File: src/rtl/pfs_pkg.sv
package pfs_pkg;

  typedef enum logic [1:0] {
    OP_NONE  = 2'd0,
    OP_READ  = 2'd1,
    OP_WRITE = 2'd2
  } op_e;

  // all three selects active
  function automatic logic chip_on(input logic s1_n, input logic s2, input logic s3_n);
    return !s1_n && s2 && !s3_n;
  endfunction

  // low two address bits of a burst beat
  function automatic logic [1:0] burst_lane(input logic [1:0] base, input logic [1:0] beat,
                                            input logic ilv);
    if (ilv) return base ^ beat;
    return base + beat;
  endfunction

endpackage

File: src/rtl/pfs_burst.sv
module pfs_burst
  import pfs_pkg::*;
#(
  parameter int ADDR_W = 4
) (
  input  logic              clk,
  input  logic              rst_n,
  input  logic              act,
  input  logic              load,
  input  logic              adv_go,
  input  logic              ilv,
  input  logic [ADDR_W-1:0] addr_in,
  output logic [ADDR_W-1:0] next_addr
);

  logic [ADDR_W-1:0] base_q;
  logic [1:0]        beat_q;
  logic [1:0]        beat_nx;
  logic [ADDR_W-1:0] adv_addr;

  assign beat_nx = beat_q + 2'd1;

  always_comb begin
    adv_addr      = base_q;
    adv_addr[1:0] = burst_lane(base_q[1:0], beat_nx, ilv);
  end

  assign next_addr = load ? addr_in : adv_addr;

  always_ff @(posedge clk or negedge rst_n) begin
    if (!rst_n) begin
      base_q <= '0;
      beat_q <= '0;
    end else if (act) begin
      if (load) begin
        base_q <= addr_in;
        beat_q <= '0;
      end else if (adv_go) begin
        beat_q <= beat_nx;
      end
    end
  end

endmodule

File: src/rtl/pfs_ctrl.sv
module pfs_ctrl
  import pfs_pkg::*;
#(
  parameter int ADDR_W = 4,
  parameter int BYTES  = 4
) (
  input  logic              clk,
  input  logic              rst_n,
  input  logic              act,
  input  logic              adv,
  input  logic              sel_ok,
  input  logic              rd,
  input  logic [BYTES-1:0]  be_n,
  input  logic [ADDR_W-1:0] next_addr,
  output logic              load_w,
  output logic              adv_go_w,
  output logic              desel_w,
  output op_e               pend_op,
  output logic [ADDR_W-1:0] pend_addr,
  output logic [BYTES-1:0]  pend_be
);

  assign load_w   = !adv && sel_ok;
  assign desel_w  = !adv && !sel_ok;
  assign adv_go_w = adv && (pend_op != OP_NONE);

  always_ff @(posedge clk or negedge rst_n) begin
    if (!rst_n) begin
      pend_op   <= OP_NONE;
      pend_addr <= '0;
      pend_be   <= '0;
    end else if (act) begin
      pend_be <= ~be_n;
      if (load_w) begin
        pend_op   <= rd ? OP_READ : OP_WRITE;
        pend_addr <= next_addr;
      end else if (adv_go_w) begin
        pend_addr <= next_addr;
      end else begin
        pend_op <= OP_NONE;
      end
    end
  end

endmodule

File: src/rtl/pfs_array.sv
module pfs_array #(
  parameter int ADDR_W = 4,
  parameter int BYTES  = 4,
  parameter int BYTE_W = 9
) (
  input  logic                    clk,
  input  logic                    wr_en,
  input  logic [ADDR_W-1:0]       wr_addr,
  input  logic [BYTES-1:0]        wr_be,
  input  logic [BYTES*BYTE_W-1:0] wr_data,
  input  logic [ADDR_W-1:0]       rd_addr,
  output logic [BYTES*BYTE_W-1:0] rd_data
);

  localparam int DEPTH = 1 << ADDR_W;

  for (genvar g = 0; g < BYTES; g++) begin : g_lane
    logic [BYTE_W-1:0] lane_mem [DEPTH];

    always_ff @(posedge clk) begin
      if (wr_en && wr_be[g]) lane_mem[wr_addr] <= wr_data[g*BYTE_W +: BYTE_W];
    end

    assign rd_data[g*BYTE_W +: BYTE_W] = lane_mem[rd_addr];
  end

endmodule

File: src/rtl/pipe_flow_sram.sv
module pipe_flow_sram
  import pfs_pkg::*;
#(
  parameter int ADDR_W = 4,
  parameter int BYTES  = 4,
  parameter int BYTE_W = 9
) (
  input  logic                    clk,
  input  logic                    rst_n,
  input  logic                    clk_en_n,
  input  logic                    sel1_n,
  input  logic                    sel2,
  input  logic                    sel3_n,
  input  logic                    adv,
  input  logic                    rd_wr,
  input  logic [BYTES-1:0]        byte_we_n,
  input  logic [ADDR_W-1:0]       addr,
  input  logic                    burst_ilv,
  input  logic                    out_en_n,
  input  logic                    sleep,
  input  logic [BYTES*BYTE_W-1:0] dq_in,
  output logic [BYTES*BYTE_W-1:0] dq_out,
  output logic                    dq_oe
);

  localparam int DATA_W = BYTES * BYTE_W;

  logic              act_w;
  logic              chip_on_w;
  logic              load_w;
  logic              adv_go_w;
  logic              desel_w;
  logic [ADDR_W-1:0] next_addr_w;
  op_e               pend_op_w;
  logic [ADDR_W-1:0] pend_addr_w;
  logic [BYTES-1:0]  pend_be_w;
  logic              pend_valid_w;
  logic              read_pend_w;
  logic              wr_en_w;
  logic [DATA_W-1:0] rd_data_w;

  // an edge counts only when clock enable is low and the block is awake
  assign act_w     = !clk_en_n && !sleep;
  assign chip_on_w = chip_on(sel1_n, sel2, sel3_n);

  pfs_burst #(.ADDR_W(ADDR_W)) u_burst (
    .clk      (clk),
    .rst_n    (rst_n),
    .act      (act_w),
    .load     (load_w),
    .adv_go   (adv_go_w),
    .ilv      (burst_ilv),
    .addr_in  (addr),
    .next_addr(next_addr_w)
  );

  pfs_ctrl #(.ADDR_W(ADDR_W), .BYTES(BYTES)) u_ctrl (
    .clk      (clk),
    .rst_n    (rst_n),
    .act      (act_w),
    .adv      (adv),
    .sel_ok   (chip_on_w),
    .rd       (rd_wr),
    .be_n     (byte_we_n),
    .next_addr(next_addr_w),
    .load_w   (load_w),
    .adv_go_w (adv_go_w),
    .desel_w  (desel_w),
    .pend_op  (pend_op_w),
    .pend_addr(pend_addr_w),
    .pend_be  (pend_be_w)
  );

  assign pend_valid_w = (pend_op_w != OP_NONE);
  assign read_pend_w  = (pend_op_w == OP_READ);
  assign wr_en_w      = act_w && (pend_op_w == OP_WRITE);

  pfs_array #(.ADDR_W(ADDR_W), .BYTES(BYTES), .BYTE_W(BYTE_W)) u_array (
    .clk    (clk),
    .wr_en  (wr_en_w),
    .wr_addr(pend_addr_w),
    .wr_be  (pend_be_w),
    .wr_data(dq_in),
    .rd_addr(pend_addr_w),
    .rd_data(rd_data_w)
  );

  assign dq_oe  = read_pend_w && !out_en_n && !sleep;
  assign dq_out = dq_oe ? rd_data_w : '0;

endmodule

File: config.mk
export PLATFORM = sky130hd
export DESIGN_NAME = pipe_flow_sram
export DESIGN_NICKNAME = d
export VERILOG_FILES = /design/src/rtl/pfs_pkg.sv /design/src/rtl/pfs_burst.sv /design/src/rtl/pfs_ctrl.sv /design/src/rtl/pfs_array.sv /design/src/rtl/pipe_flow_sram.sv
export SDC_FILE = /design/constraint.sdc
export NUM_CORES = 1
export LEC_CHECK = 0
export BUFFER_PORTS_ARGS = -buffer_cell sky130_fd_sc_hd__buf_4
export CAP_MARGIN = 20
export CORE_UTILIZATION = 61
export DETAILED_ROUTE_END_ITERATION = 8
export HOLD_SLACK_MARGIN = 0.12
export PLACE_DENSITY_LB_ADDON = 0.12
export SLEW_MARGIN = 20
export SYNTH_ARGS = -nofsm -noshare
export SYNTH_HDL_FRONTEND = slang
export SYNTH_SLANG_ARGS = --single-unit
File: constraint.sdc
create_clock -name clk -period 2.38 [get_ports clk]
set_input_delay 0.238 -clock clk [delete_from_list [all_inputs] [get_ports clk]]
set_output_delay 0.238 -clock clk [all_outputs]
set_load 0.02 [all_outputs]
==> reports/metrics.csv <==
metric;value;unit
std_cell_rows;70;
hold_violations;0;
grt.overflow.total;0;
yosys-top-cells-area;edfxtp_1, mux4_2, nand3_1;
dp_hpwl;28700;um
status;finished, violations left;
syn_inst;1126;
dp.cells;1748;
clk_latency;0.61;ns
wl;54700;um
dr.max_layer_used;met4;
hold_ws;0.187;ns
syn-mean-instance-area;20.4;um^2
vias;12434;
powerDensity;960;mW/mm^2
synth_top_area_share;0.753;
area_delta_synth_final;24.0;%
drt-pass1-iter-count;5;
fp.dieW;196;um
drc;0;
grt_start_max_net_pins;44;
cp_common_cell;buf_12;
worstPathRequired;2.14;ns
cts_root_buf;clkbuf_16;
crit_type;flip-flop to output port;
ys.flop_type;edfxtp_1;
drive_gt1_frac;0.383;
yosysTopAreaCell;edfxtp_1;
die_h;196;um
yosysWarnings;0;
cp_num_buf_inv;4;
finalCritPeriodShare;1.13;
wl_met1;22000;um
worstMarginPinSlew;0.743;ns
syn_area;0.0230;mm^2
max_stage_delay;0.51;ns
num-nets-final;1455;
leakage;9.35;nW
yosysUniqueCellTypes;39;
crit_slowest_cell;mux4_2;
startpoint_type;flip-flop;
path_clk_slew;0.06;ns
cts_tree;done;
stdcell_count;1947;
fmax;371;MHz
cts.sinks;592;
setup_viol;36;
synth_edf_count;576;
route.met3.wl;4640;um
finalCriticalPeriod;2.70;ns
relSlewSlack;0.503;
gp_congestion;0.768;
clockBufferDepth;3;
initial_core_util;0.623;
drt-vias-per-instance;6.39;
skew;0.0245;ns
grt_setup_unrepaired;true;
async_reset_ff_frac;0.0270;
fin_ws;-0.318;ns
grt_pass1_vias;12454;
io_buffers;91;
ant_nets;0;
core;0.0369;mm^2
irDropWorstVdd;0.732;mV
violations;setup timing;
hp-class;input port to flip-flop;
dieArea;0.0385;mm^2
crit_chain;buf_12 -> buf_12 -> buf_16 -> mux4_2 -> nand3_1 -> nand4_1 -> buf_4;
syn-num-nets;1182;
htree_levels;2;
numCtsBuffers;57;
arrival;2.46;ns
grt_first_pass_wirelength;78600;um
post_drt_wl_per_cell;28.1;um
path_max_fanout;9;
ys_ff_latch;592;
antenna_found_initial;1;
slew_viol_final;0;
met2WireLength;26600;um
initialDrtViolationCount;1206;
drv_cap;0;
grt_usage;0.287;
ys_seq_area_frac;0.770;
crit_path_end_kind;output port;
crit_family;buffers and inverters;
io_pins;92;
layout by cell type, fill, tap and decap left out, drive strengths merged, types with 2 or more instances in the layout:
cell type	instances
nor4b	3
clkinvlp	2
mux2i	2
nand4	35
o21ai	6
mux2	10
nor2	68
nor2b	4
dlygate4sd3	55
or3	3
mux4	144
bufinv	6
buf	225
nand3	144
or2	2
clkbuf	74
edfxtp	576
a21oi	2
dfrtp	16
nand2	22
inv	3
clkinv	25
path summary, 6_finish.rpt:
check	startpoint	endpoint	slack (ns)	cells after the start
worst min register to register	u_ctrl.pend_be[0]	u_ctrl.pend_be[0]	0.48	2
worst max register to register	u_ctrl.pend_addr[1]	u_array.g_lane[1].lane_mem[4][5]	0.26	6
min in group asynchronous	rst_n	u_burst.base_q[0]	0.77	3
max in group asynchronous	rst_n	u_ctrl.pend_addr[0]	1.06	3
worst min-delay path	sleep	u_ctrl.pend_be[1]	0.19	3
worst max-delay path	u_ctrl.pend_addr[0]	dq_out[31]	-0.32	7
worst register-to-register path, stage by stage (launching register included):
cell	delay, ns
dfrtp_4	0.57
buf_4	0.18
buf_12	0.17
nor2_1	0.21
nand2_1	0.22
nor2_1	0.18
buf_4	0.27
sequential cells by signal (all words and copies together) (netlist names):
register	flops
u_burst.beat_q	2
u_ctrl.pend_addr	4
u_ctrl.pend_be	4
u_ctrl.pend_op	2
u_burst.base_q	4
u_array.g_lane.lane_mem	576
through the flow:
stage | setup WS [ns] | setup TNS, ns | instance area [um^2] | total power [W] | util
2_1_floorplan | 0.226 | 0 | 23000 | 0.0156 | -
3_3_place_gp | 0.233 | 0 | 24900 | 0.0171 | 0.676
3_5_place_dp | 0.219 | 0 | 24900 | 0.0171 | 0.676
4_1_cts | -0.322 | -9.56 | 28100 | 0.0272 | 0.761
5_1_grt | -0.385 | -11.35 | 28500 | 0.0282 | 0.773
6_report | -0.318 | -9.33 | 28500 | 0.0274 | 0.773
Yosys cell counts (2+ instances only):
library cell  number
nand4_1           35
mux2_4             4
clkbuf_1          29
buf_1              6
or3_2              2
buf_4              4
mux4_2           144
dfrtp_1           16
mux2_2             6
mux2i_1            2
nand3_1          144
or2_2              2
nor4b_1            2
buf_2             33
edfxtp_1         576
nor2b_1            4
nand2_1           22
inv_1              2
o21ai_0            6
nor2_1            68
per-layer routing:
metal | global-route usage | vias to the layer above
li1 | - | 5205
met1 | 0.412 | 6441
met5 | 0 | -
met2 | 0.459 | 689
met4 | 0.0995 | 0
met3 | 0.0462 | 99
final cells by class:
type,instances,area (um^2)
diodes,1,2.50
clock buffers,68,1510
inverters,2,7.51
repair buffers,287,3000
multi-input cells,459,5340
clock inverters,34,317
flip-flops and latches,592,17700
fillers,1897,8360
well taps,504,631
repair_timing:
item,4_1_cts,5_1_grt
hold buffers,55,0
setup endpoints to repair,37,36
cloned,11,7
resized for setup,65,56
buffers inserted,15,10
endpoints found under the hold margin,607,0
pin swaps,22,31
cell families (layout without fill, tap and decap cells):
kind of cell,Yosys count,in the layout,synth area share
XOR/XNOR,2,2,0.00136
AND/OR/NAND/NOR,285,285,0.0609
other,0,1,0
AO/OA/AOI/OAI,15,15,0.00474
flip-flops,592,592,0.770
buffers and inverters,75,391,0.0150
multiplexers,156,156,0.148
adder cells (fa/ha/maj),1,1,0.000544
power by group:
group	switching [W]	internal [W]	total, W
Combinational	0.00314	0.00375	0.00690
Sequential	0.000133	0.0115	0.0116
Clock	0.00369	0.00515	0.00884
No activity file was read; power rests on OpenSTA's default activity.
